**src/rtl/vag_pkg.sv**
```systemverilog
package vag_pkg;
  typedef enum logic [2:0] {
    VAR_0 = 3'd0,
    VAR_1 = 3'd1,
    VAR_2 = 3'd2,
    VAR_3 = 3'd3,
    VAR_4 = 3'd4
  } variant_e;

  typedef enum logic [1:0] {
    MA_HOLD  = 2'd0,
    MA_INC   = 2'd1,
    MA_START = 2'd2,
    MA_BUF   = 2'd3
  } ma_src_e;

  typedef enum logic [1:0] {
    BUF_HOLD  = 2'd0,
    BUF_MA    = 2'd1,
    BUF_START = 2'd2
  } buf_src_e;
endpackage

```
**src/rtl/vag_ctrl.sv**
```systemverilog
module vag_ctrl
  import vag_pkg::*;
#(
  parameter int HCC_W = 8,
  parameter int VLC_W = 5,
  parameter int VCC_W = 7
) (
  input  logic             char_ce_i,
  input  logic             line_start_i,
  input  logic             frame_start_i,
  input  logic             last_row_i,
  input  logic [HCC_W-1:0] hcc_i,
  input  logic [VLC_W-1:0] vlc_i,
  input  logic [VCC_W-1:0] vcc_i,
  input  logic [HCC_W-1:0] disp_width_i,
  input  logic [VLC_W-1:0] max_raster_i,
  input  logic [2:0]       variant_i,
  output ma_src_e          ma_src_o,
  output buf_src_e         buf_src_o
);
  logic is_v1, is_v2, row_end, in_disp;

  assign is_v1   = (variant_i == VAR_1);
  assign is_v2   = (variant_i == VAR_2);
  assign row_end = (hcc_i == disp_width_i) && (vlc_i == max_raster_i);
  assign in_disp = (hcc_i < disp_width_i);

  always_comb begin
    ma_src_o  = MA_HOLD;
    buf_src_o = BUF_HOLD;
    if (char_ce_i) begin
      if (line_start_i) begin
        if (frame_start_i) begin
          if (is_v2) begin
            ma_src_o = MA_BUF;
          end else begin
            ma_src_o  = MA_START;
            buf_src_o = BUF_START;
          end
        end else if (is_v1 && (vcc_i == '0)) begin
          ma_src_o = MA_START;
        end else begin
          ma_src_o = MA_BUF;
        end
      end else begin
        if (in_disp) ma_src_o = MA_INC;
        // variant 2 refills the buffer from the start address at frame end
        if (row_end) buf_src_o = (is_v2 && last_row_i) ? BUF_START : BUF_MA;
      end
    end
  end
endmodule

```
**src/rtl/vag_ma_reg.sv**
```systemverilog
module vag_ma_reg
  import vag_pkg::*;
#(
  parameter int MA_W = 14
) (
  input  logic            clk_i,
  input  logic            rst_ni,
  input  ma_src_e         ma_src_i,
  input  logic [MA_W-1:0] start_i,
  input  logic [MA_W-1:0] buf_i,
  output logic [MA_W-1:0] ma_o
);
  localparam int LOW_W = MA_W - 2;

  logic [MA_W-1:0] ma_q;

  always_ff @(posedge clk_i or negedge rst_ni) begin
    if (!rst_ni) begin
      ma_q <= '0;
    end else begin
      unique case (ma_src_i)
        MA_INC:   ma_q <= ma_q + 1'b1;
        MA_START: ma_q <= start_i;
        MA_BUF:   ma_q <= buf_i;
        default:  ma_q <= ma_q;
      endcase
    end
  end

  assign ma_o = ma_q;


  ma_hold_chk: assert property (@(posedge clk_i) disable iff (!rst_ni)
    $past(ma_src_i == MA_HOLD) |-> $stable(ma_q));


  page_carry_chk: assert property (@(posedge clk_i) disable iff (!rst_ni)
    ($past(ma_src_i == MA_INC) && ($past(ma_q[LOW_W-1:0]) != {LOW_W{1'b1}}))
      |-> (ma_q[MA_W-1:LOW_W] == $past(ma_q[MA_W-1:LOW_W])));
endmodule

```
**src/rtl/vag_line_buf.sv**
```systemverilog
module vag_line_buf
  import vag_pkg::*;
#(
  parameter int MA_W = 14
) (
  input  logic            clk_i,
  input  logic            rst_ni,
  input  buf_src_e        buf_src_i,
  input  logic [MA_W-1:0] ma_i,
  input  logic [MA_W-1:0] start_i,
  output logic [MA_W-1:0] buf_o
);
  logic [MA_W-1:0] buf_q;

  always_ff @(posedge clk_i or negedge rst_ni) begin
    if (!rst_ni) begin
      buf_q <= '0;
    end else begin
      unique case (buf_src_i)
        BUF_MA:    buf_q <= ma_i;
        BUF_START: buf_q <= start_i;
        default:   buf_q <= buf_q;
      endcase
    end
  end

  assign buf_o = buf_q;


  buf_hold_chk: assert property (@(posedge clk_i) disable iff (!rst_ni)
    $past(buf_src_i == BUF_HOLD) |-> $stable(buf_q));
endmodule

```
**src/rtl/vag_addr_map.sv**
```systemverilog
module vag_addr_map #(
  parameter int PAGE_W  = 2,
  parameter int OFS_W   = 10,
  parameter int RA_BITS = 3,
  localparam int ADDR_W = PAGE_W + RA_BITS + OFS_W
) (
  input  logic [PAGE_W-1:0]  page_i,
  input  logic [RA_BITS-1:0] ra_i,
  input  logic [OFS_W-1:0]   ofs_i,
  output logic [ADDR_W-1:0]  addr_o
);
  assign addr_o = {page_i, ra_i, ofs_i};
endmodule

```
**src/rtl/video_addr_gen.sv**
```systemverilog
module video_addr_gen
  import vag_pkg::*;
#(
  parameter int MA_W    = 14,
  parameter int OFS_W   = 10,
  parameter int RA_BITS = 3,
  parameter int HCC_W   = 8,
  parameter int VLC_W   = 5,
  parameter int VCC_W   = 7,
  localparam int PAGE_W = 2,
  localparam int ADDR_W = PAGE_W + RA_BITS + OFS_W
) (
  input  logic              clk_i,
  input  logic              rst_ni,
  input  logic              char_ce_i,
  input  logic              line_start_i,
  input  logic              frame_start_i,
  input  logic              last_row_i,
  input  logic [HCC_W-1:0]  hcc_i,
  input  logic [VLC_W-1:0]  vlc_i,
  input  logic [VCC_W-1:0]  vcc_i,
  input  logic [MA_W-1:0]   start_addr_i,
  input  logic [HCC_W-1:0]  disp_width_i,
  input  logic [VLC_W-1:0]  max_raster_i,
  input  logic [2:0]        variant_i,
  output logic [MA_W-1:0]   ma_o,
  output logic [ADDR_W-1:0] addr_o
);
  ma_src_e         ma_src;
  buf_src_e        buf_src;
  logic [MA_W-1:0] ma, line_buf;

  vag_ctrl #(.HCC_W(HCC_W), .VLC_W(VLC_W), .VCC_W(VCC_W)) ctrl_i (
    .char_ce_i    (char_ce_i),
    .line_start_i (line_start_i),
    .frame_start_i(frame_start_i),
    .last_row_i   (last_row_i),
    .hcc_i        (hcc_i),
    .vlc_i        (vlc_i),
    .vcc_i        (vcc_i),
    .disp_width_i (disp_width_i),
    .max_raster_i (max_raster_i),
    .variant_i    (variant_i),
    .ma_src_o     (ma_src),
    .buf_src_o    (buf_src)
  );

  vag_ma_reg #(.MA_W(MA_W)) ma_reg_i (
    .clk_i   (clk_i),
    .rst_ni  (rst_ni),
    .ma_src_i(ma_src),
    .start_i (start_addr_i),
    .buf_i   (line_buf),
    .ma_o    (ma)
  );

  vag_line_buf #(.MA_W(MA_W)) line_buf_i (
    .clk_i    (clk_i),
    .rst_ni   (rst_ni),
    .buf_src_i(buf_src),
    .ma_i     (ma),
    .start_i  (start_addr_i),
    .buf_o    (line_buf)
  );

  vag_addr_map #(.PAGE_W(PAGE_W), .OFS_W(OFS_W), .RA_BITS(RA_BITS)) addr_map_i (
    .page_i(ma[MA_W-1:MA_W-PAGE_W]),
    .ra_i  (vlc_i[RA_BITS-1:0]),
    .ofs_i (ma[OFS_W-1:0]),
    .addr_o(addr_o)
  );

  assign ma_o = ma;


  frame_load_chk: assert property (@(posedge clk_i) disable iff (!rst_ni)
    $past(char_ce_i && line_start_i && frame_start_i && (variant_i != 3'd2))
      |-> (ma_o == $past(start_addr_i)));


  v2_frame_chk: assert property (@(posedge clk_i) disable iff (!rst_ni)
    $past(char_ce_i && line_start_i && frame_start_i && (variant_i == 3'd2))
      |-> (ma_o == $past(line_buf)));


  v1_row0_chk: assert property (@(posedge clk_i) disable iff (!rst_ni)
    $past(char_ce_i && line_start_i && !frame_start_i && (variant_i == 3'd1) && (vcc_i == '0))
      |-> (ma_o == $past(start_addr_i)));
endmodule

```
**config.mk**
```make
export PLATFORM = sky130hd
export DESIGN_NAME = video_addr_gen
export DESIGN_NICKNAME = d
export VERILOG_FILES = /design/src/rtl/vag_pkg.sv /design/src/rtl/vag_ctrl.sv /design/src/rtl/vag_ma_reg.sv /design/src/rtl/vag_line_buf.sv /design/src/rtl/vag_addr_map.sv /design/src/rtl/video_addr_gen.sv
export SDC_FILE = /design/constraint.sdc
export NUM_CORES = 1
export LEC_CHECK = 0
export BUFFER_PORTS_ARGS = -buffer_cell sky130_fd_sc_hd__buf_2
export CAP_MARGIN = 25
export CORE_MARGIN = 4
export CORE_UTILIZATION = 54
export DETAILED_ROUTE_END_ITERATION = 10
export MAX_ROUTING_LAYER = met4
export PLACE_DENSITY = 0.86
export SLEW_MARGIN = 30
export SYNTH_ARGS = -nofsm -noshare
export SYNTH_HDL_FRONTEND = slang
export SYNTH_SLANG_ARGS = --single-unit
```
**constraint.sdc**
```tcl
create_clock -name clk_i -period 3.05 [get_ports clk_i]
set_input_delay 0.61 -clock clk_i [delete_from_list [all_inputs] [get_ports clk_i]]
set_output_delay 0.61 -clock clk_i [all_outputs]
set_load 0.1 [all_outputs]
```
Word-level counts from Yosys, hierarchy flattened
Index checks and enable logic that the tools add are counted.
Operators by class
  add/sub/neg operators: 1
  $lt $le $gt $ge: 1
  equality and inequality tests: 9
  mux-type cells: 14
  reduce and logical (&&, ||, !) cells: 6
Operators with widths (number)
  one-hot mux 14 bit (3 select lines): 1
  one-hot mux 14 bit (2 select lines): 1
  2-to-1 mux 2 bit: 9
  adder 14 x 1 -> 14 bit (second input constant): 1
  equality test 8 bit: 1
  < comparator 8 bit: 1
  zero test 7 bit: 1
  equality test 2 bit (second input constant): 3
  equality test 5 bit: 1
  equality test 2 x 1 -> 1 bit (second input constant): 2
  equality test 3 x 1 -> 1 bit (second input constant): 1
  equality test 3 x 2 -> 1 bit (second input constant): 1
  logical AND 1 bit: 3
  2-to-1 mux 1 bit: 3
  nonzero test 3 bit: 1
  nonzero test 2 bit: 1
Storage, ports and cells
  register bits: 28
  input bits: 56
  output and inout port bits: 29
  word-level logic and storage cells: 33

Depth between registers and ports, before layout
Gate-level depths: netlist of run 1.
  depth after elaboration: 8
  gate-level depth with buffers: 12
  mapped depth without buffers: 10

Cells and area by module
From an unflattened synthesis of run 1, not the netlist that was laid out.
Second synthesis, totals
  cells, all modules: 225
  area total of the unflattened synthesis: 2102.0 µm²
By module, submodules not included
  vag_ma_reg: times used 1, cells each 100, area an instance 950.9 µm², seq. area each 350.3 µm²
  vag_line_buf: times used 1, cells each 63, area an instance 675.6 µm², seq. area each 350.3 µm²
  vag_ctrl: times used 1, cells each 47, area an instance 362.8 µm², seq. area each 0.0 µm²
  vag_addr_map: times used 1, cells each 15, area an instance 112.6 µm², seq. area each 0.0 µm²

Worst setup path before layout of run 1
No wires, ideal clock.
  path type: in2reg
  start point: in disp_width_i[7]
  end point: reg line_buf_i.buf_q[0], in the netlist line_buf_i.buf_o[0]
  setup time: 0.135 ns
  arrival time: 2.513 ns
  required time: 2.915 ns
  setup slack: 0.402 ns
  stages on the path: 10
  cells stage by stage: inv_1 ha_1 nand4_1 nor2_1 nand3_1 or3b_2 ha_1 clkbuf_1 clkbuf_1 o21ai_0
Between the ends
  longest elaborated chain between the ends: 7
RTL lines
  from (decl): line video_addr_gen.sv:23  | input logic [HCC_W-1:0] disp_width_i,
  equality test 8 bit (*): line vag_ctrl.sv:25  | assign row_end = (hcc_i == disp_width_i) && (vlc_i == max_raster_i);
  logical AND 1 bit (*): line vag_ctrl.sv:25
  2-to-1 mux 2 bit (*): line vag_ctrl.sv:48  | if (row_end) buf_src_o = (is_v2 && last_row_i) ? BUF_START : BUF_MA;
  2-to-1 mux 2 bit (*): line vag_ctrl.sv:32  | if (line_start_i) begin
  2-to-1 mux 2 bit (*): line vag_ctrl.sv:31  | if (char_ce_i) begin
  equality test 2 bit / equality test 2 x 1 -> 1 bit (equally long branches): line vag_line_buf.sv:19  | unique case (buf_src_i)
  one-hot mux 14 bit (2 select lines) / nonzero test 2 bit (equally long branches)
  to (signal assigned): line vag_line_buf.sv:20  | BUF_MA: buf_q <= ma_i;
  to (signal assigned): line vag_line_buf.sv:21  | BUF_START: buf_q <= start_i;
  to (signal assigned): line vag_line_buf.sv:22  | default: buf_q <= buf_q;
  to (decl): line vag_line_buf.sv:13  | logic [MA_W-1:0] buf_q;
Mark *: on every way between the ends. The rest lies on a longest branch, timed or not.
A chain may end at the register's enable or synchronous reset.

Worst setup path after layout of run 1
  start point: in disp_width_i[7]
  end point: reg line_buf_i.buf_q[4], in the netlist line_buf_i.buf_o[4]
The elaborated chain is that of the path after synthesis.

==> results of run 1 <==
[area by class of cell]
class / instances / area share
Clock buffer: 3 / 0.0157
Multi-Input combinational cell: 187 / 0.494
Timing Repair Buffer: 87 / 0.169
Inverter: 13 / 0.0186
Tap cell: 50 / 0.0239
Clock inverter: 1 / 0.0115
Sequential cell: 28 / 0.267
[where the power goes]
group / switching (mW) / internal [mW] / leakage (nW)
sequential: 0.118 / 0.469 / 0.343
combinational: 0.950 / 0.246 / 0.837
clock: 0.121 / 0.176 / 0.0357
total: 1.19 / 0.890 / 1.22
[flip-flops by register name, summed over array words and instances (netlist names)]
register	cells
ma_reg_i.ma_o	14
line_buf_i.buf_o	14
[worst max-delay path, cell delays in order]
cell and delay (ns):
buf_2 0.08, inv_1 0.04, ha_1 0.28, nand4_1 0.14
nor2_1 0.13, nand3_1 0.08, or3b_2 0.46, ha_1 0.20
buf_4 0.22, mux2i_1 0.18, o21ai_0 0.10
[per-layer routing]
metal	GRT usage	wire length, um	vias to the layer above
li1	-	-	1026
met1	0.282	2320	975
met2	0.416	2830	71
met3	0.0360	311	4
met4	0.0410	45	0
met5	-	0	-
[how the worst max path moves through the flow]
stage,from,endpoint,slack (ns)
final,disp_width_i[7],line_buf_i.buf_o[4],0.68
after global routing,disp_width_i[7],line_buf_i.buf_o[9],0.56
after CTS,disp_width_i[7],line_buf_i.buf_o[4],0.69
after detailed placement,disp_width_i[7],line_buf_i.buf_o[9],0.37
after global placement,disp_width_i[1],ma_reg_i.ma_o[1],0.46
after floorplan,disp_width_i[7],line_buf_i.buf_o[0],0.40
[logic make-up (layout without fill, tap and decap cells)]
logic type | Yosys count | after routing | share of synthesized area
mux | 23 | 23 | 0.105
flops | 28 | 28 | 0.312
buf+inv | 41 | 104 | 0.110
simple gates | 97 | 97 | 0.239
compound gates | 50 | 50 | 0.151
fa+ha+maj | 10 | 10 | 0.0558
xor+xnor | 7 | 7 | 0.0273
[placed cells by master (no fill, tap or decap), types with 3 or more instances in the layout]
cell and n:
a21oi_1 4, a31oi_1 6, buf_2 84, buf_4 3, clkbuf_8 3, dfrtp_1 28
ha_1 10, inv_1 13, mux2_2 4, mux2i_1 19, nand2_1 38, nand3_1 8
nand4_1 5, nor2_1 14, nor3_1 8, nor4_1 3, o211ai_1 4, o21ai_0 18
o32a_1 4, xor2_1 6
==> impl_results.md, run 1 <==
- Outcome: finished, final reports clean
- Final clock skew: about 0.0043 ns
- Post-Syn Area: around 2200 um2
- CP Capture Type: register
- Clk sinks: 28
- Total track usage: 0.233
- Synth unique cells: 51
- Die area: around 5200 um2
- PD cells: 793 nW/um2
- Via density: approximately 5.6
- Top cells by area, synth: dfrtp_1 31%, mux2i_1 8.5%, nand2_1 6.4%, buf_4 5.7%, ha_1 5.6%
- Area of the multi-input gates: between 1000 and 1500 um2
- Clk root buf: clkbuf_8
- Vias in the first global route: approximately 2200
- Worst-path fanout max: 14
- # port buffers: 84
- Post-synth top cells: 38 x nand2_1, 28 x dfrtp_1, 19 x mux2i_1
- Buffer depth of the longest clock path: 2
- Post-CTS Setup Bufs: 0
- Max_cap viols: 0
- Most common cell in the netlist: nand2_1
- Gates resized, CTS repair: 0
- Reg-to-reg critical path endpoint: ma_reg_i.ma_o[12]
- FFs w/ async S/R, synth: 1.00
- DRT iter0 DRCs: 126
- Tcrit/Tclk final: 0.778
- Syn_area_per_cell: a little under 9 um2
- Hold-fix buffers, CTS: 0
- Post-route setup slack: roughly 0.68 ns
- CTS tree: done
- CTS Buf Count: 3
- Layout area overhead: 16.9%
- Synth warn: 0
- Register area share after synthesis: 0.312
- Largest net degree at the start of global routing: 29
- Placed cells: roughly 370
- Post-Syn Instances: approximately 260
- DP Area: between 2000 and 3000 um2
- Routed length per instance: 14.9 um
- Clk pin slew, worst setup/hold paths: 0.10 ns
- Die width: 72.5 um
- Count of pins over their slew limit: 0
- Hold Crit Class: input port to async pin
- First-pass GRT wire length: around 9600 um
- Final instance area: around 2600 um2
- Fill cell count: roughly 340
- Post-detail-place hpwl: around 4200 um
- Share of the synthesized area in the top cell type: 0.312
- Io pins: between 80 and 90
- Total number of H-tree levels: 1
- Static leakage: between 1 and 1.5 nW
- EDFF count, synth: 0
- Pre-CTS setup slack: 0.372 ns
- Routed Antenna Nets: 0
- Critical path class: input port to register
- Top_reg_cell synth: dfrtp_1
- Finished Layout Cells: 369
- Die Y: 72.5 um
- Routed vias: 2076
- Net count after synthesis: approximately 320
- CP arrival: roughly 2.5 ns
- Share of layout cells above drive strength 1: 0.354
- Iteration count of the initial detailed-routing pass: 4
- Worst-Skew Late Latency: around 0.28 ns
- Final nets: roughly 390
- RR Startpoint: ma_reg_i.ma_o[0]
- Worst slew pin tran: approximately 0.63 ns
- Worst Setup Start Kind: input port
- Post-synthesis register bit count: 28
- Reg2Reg Depth: 6
- Post-Route WL: between 5000 and 6000 um
- Core ar.: 4000 um2
- Tot Pwr: roughly 2.1 mW
- Area leader, netlist: dfrtp_1
- Initial antenna violation count: 0
- Max_slew headroom: 0.580
- Sequential cell area: 701 um2
- Final design utilization: 0.656
- Antenna Diode Count: 0
- R2r setup slk: a little under 1 ns
- Min Tclk post-route: 2.37 ns
- GPL Wtd Cong: 0.870
- Final hold vios: 0
- Setup violations, final: 0
- Row cnt: 23
- Drt drc: 0
- VDD IR max: approximately 0.64 mV
- Data required time at the worst endpoint: approximately 3.2 ns
- Starting Density: 0.561
- Hold slack: ~0.34 ns
- Setup tns final: 0 ns
- RSZ-0062 raised after global routing: false
- Fmax: 0.422 GHz
- Final global-route overflow total: 0
(Power assumes the default switching activity.)
==> run 2, diff against run 1 <==
--- a/config.mk
+++ b/config.mk
@@ -8,10 +8,10 @@
 export BUFFER_PORTS_ARGS = -buffer_cell sky130_fd_sc_hd__buf_2
 export CAP_MARGIN = 25
 export CORE_MARGIN = 4
-export CORE_UTILIZATION = 54
+export CORE_UTILIZATION = 50
 export DETAILED_ROUTE_END_ITERATION = 10
 export MAX_ROUTING_LAYER = met4
-export PLACE_DENSITY = 0.86
+export PLACE_DENSITY = 0.8
 export SLEW_MARGIN = 30
 export SYNTH_ARGS = -nofsm -noshare
 export SYNTH_HDL_FRONTEND = slang
==> constraint.sdc (replaced) <==
create_clock -name clk_i -period 2.19 [get_ports clk_i]
set_input_delay 0.438 -clock clk_i [delete_from_list [all_inputs] [get_ports clk_i]]
set_output_delay 0.438 -clock clk_i [all_outputs]
set_load 0.1 [all_outputs]
==> run 2 against run 1 <==
Non-clock buffer count up 13. Clock-buffer cell count unchanged. Core utilization down 0.88 points. Worst hold slack worse by 0.18 ns. Via count up 1.9%. Total power up 42%. Sequential power up 41%. Die area up 7.1%. Clock skew up 0.011 ns.
==> impl_results.md, run 2 (synthesized netlist as in run 1, its figures left out) <==
- Final clock skew: 0.0152 ns (was 0.00434 ns)
- GPL Wtd Cong: 0.827 (was 0.870)
- Worst-Skew Late Latency: 0.28 ns (about the same)
- Die area: 5620 um2 (was 5250 um2)
- Row cnt: 24 (was 23)
- Post-route setup slack: 0.156 ns (was 0.678 ns)
- Worst slew pin tran: 0.638 ns (was 0.630 ns)
- CP Capture Type: register (unchanged)
- Antenna Diode Count: 0 (unchanged)
- Final design utilization: 0.647 (was 0.656)
- Io pins: 85 (unchanged)
- Via density: 5.51 (was 5.63)
- RSZ-0062 raised after global routing: false (unchanged)
- Final nets: 399 (was 386)
- Hold Crit Class: input port to async pin (unchanged)
- Tot Pwr: 2.95 mW (was 2.08 mW)
- Clk sinks: 28 (unchanged)
- Count of pins over their slew limit: 0 (unchanged)
- PD cells: 1050 nW/um2 (was 793 nW/um2)
- VDD IR max: 0.766 mV (was 0.644 mV)
- Commonest non-fill, non-tap cell in the layout: buf_2 (unchanged)
- Max_cap viols: 0 (unchanged)
- R2r setup slk: 0.31 ns (was 0.99 ns)
- Clk pin slew, worst setup/hold paths: 0.11 ns (was 0.10 ns)
- Outcome: finished, final reports clean (unchanged)
- Buffer depth of the longest clock path: 2 (unchanged)
- Setup violations, final: 0 (unchanged)
- Iteration count of the initial detailed-routing pass: 4 (unchanged)
- RR Startpoint: ma_reg_i.ma_o[2] (was ma_reg_i.ma_o[0])
- Die width: 75.0 um (was 72.5 um)
- Layout area overhead: 25.5% (was 16.9%)
- Max_slew headroom: 0.575 (was 0.580)
- Drt drc: 0 (unchanged)
- Tcrit/Tclk final: 0.929
- First-pass GRT wire length: 9160 um (was 9610 um)
- Final global-route overflow total: 0 (unchanged)
- Placed cells: 380 (was 365)
- CP Launch Point: disp_width_i[2] (was disp_width_i[7])
- CTS tree: done (unchanged)
- Routed Antenna Nets: 0 (unchanged)
- Clk root buf: clkbuf_8 (unchanged)
- # port buffers: 84 (unchanged)
- Post-CTS Setup Bufs: 0 (unchanged)
- Pre-CTS setup slack: -0.163 ns (was 0.372 ns)
- Post-detail-place hpwl: 4450 um (was 4250 um)
- Post-Route WL: 5750 um (was 5500 um)
- Gates resized, CTS repair: 0 (unchanged)
- Reg-to-reg critical path endpoint: ma_reg_i.ma_o[13] (was ma_reg_i.ma_o[12])
- Min Tclk post-route: ~2.0 ns
- Static leakage: 1.27 nW (was 1.22 nW)
- Routed vias: 2116 (was 2076)
- Share of layout cells above drive strength 1: 0.437 (was 0.354)
- Hold-fix buffers, CTS: 0 (unchanged)
- Initial antenna violation count: 0 (unchanged)
- Final hold vios: 0 (unchanged)
- Reg2Reg Depth: 6 (unchanged)
- Finished Layout Cells: 384 (was 369)
- Most frequent cells in the layout: 84 x buf_2, 38 x nand2_1, 19 x mux2i_1, 19 x dfrtp_1, 16 x buf_4 (was 84 x buf_2, 38 x nand2_1, 28 x dfrtp_1)
- Fmax: 0.492 GHz
- Total track usage: 0.213 (was 0.233)
- CTS Buf Count: 3 (unchanged)
- Starting Density: 0.515 (was 0.561)
- Vias in the first global route: 2067 (was 2170)
- DRT iter0 DRCs: 99 (was 126)
- Largest net degree at the start of global routing: 29 (unchanged)
- Worst-path fanout max: 28 (was 14)
- CP arrival: 2.18 ns (was 2.53 ns)
- Core ar.: 4350 um2 (was 4000 um2)
- Die Y: 75.0 um (was 72.5 um)
- CP Capture Point: line_buf_i.buf_o[9] (was line_buf_i.buf_o[4])
- Setup tns final: 0 ns (unchanged)
- Worst Setup Start Kind: input port (unchanged)
- Routed length per instance: 15.0 um (was 14.9 um)
- Total number of H-tree levels: 1 (unchanged)
- Data required time at the worst endpoint: 2.34 ns (was 3.21 ns)
- Critical path class: input port to register (unchanged)
## run 2: cell types whose count changed in the layout (fill, tap and decap cells not counted), sizes merged
cell | previous run | this run
buf | 87 | 100
## run 2: final cells by class
cell class | instances | area [um2]
fillers | 369 | 1540
multi-input cells | 187 | 1370
flip-flops and latches | 28 | 714
repair buffers | 100 | 541
well taps | 52 | 65.1
inverters | 13 | 51.3
clock buffers | 3 | 41.3
clock inverters | 1 | 30.0
## run 2: how the worst min path moves through the flow
stage	startpoint	endpoint	slack, ns	depth (start not counted)
global route	rst_ni	line_buf_i.buf_o[0]	0.22	1
finish	rst_ni	line_buf_i.buf_o[1]	0.16	1
global placement	line_buf_i.buf_o[2]	line_buf_i.buf_o[2]	0.46	2
floorplan	rst_ni	line_buf_i.buf_o[0]	0.14	0
detailed placement	line_buf_i.buf_o[13]	line_buf_i.buf_o[13]	0.47	2
CTS	rst_ni	line_buf_i.buf_o[0]	0.19	1
## run 2: power by group
part | internal (mW) | switching [mW] | total (mW)
clock | 0.245 | 0.166 | 0.411
combinational | 0.376 | 1.34 | 1.71
sequential | 0.667 | 0.161 | 0.828
## run 2: critical path: stages
cell	delay, ns
buf_2	0.07
inv_1	0.03
ha_1	0.28
nand4_1	0.12
nor2_1	0.12
nand3_1	0.11
or3b_4	0.42
ha_4	0.46
o21ai_0	0.14
## run 2: per-stage QoR
step / hold slack, ns / area (um2)
2_1_floorplan: 0.142 / 2390
3_3_place_gp: 0.455 / 2750
3_5_place_dp: 0.470 / 2750
4_1_cts: 0.187 / 2820
5_1_grt: 0.220 / 2820
6_report: 0.159 / 2820
## run 2: layer usage
| layer | vias up | share of wire | global-route usage |
|---|---|---|---|
| met3 | 4 | 0.046 | 0.0280 |
| met4 | 0 | 0.0082 | 0.0395 |
| met1 | 1006 | 0.43 | 0.263 |
| li1 | 1055 | - | - |
| met5 | - | 0 | - |
| met2 | 51 | 0.51 | 0.372 |
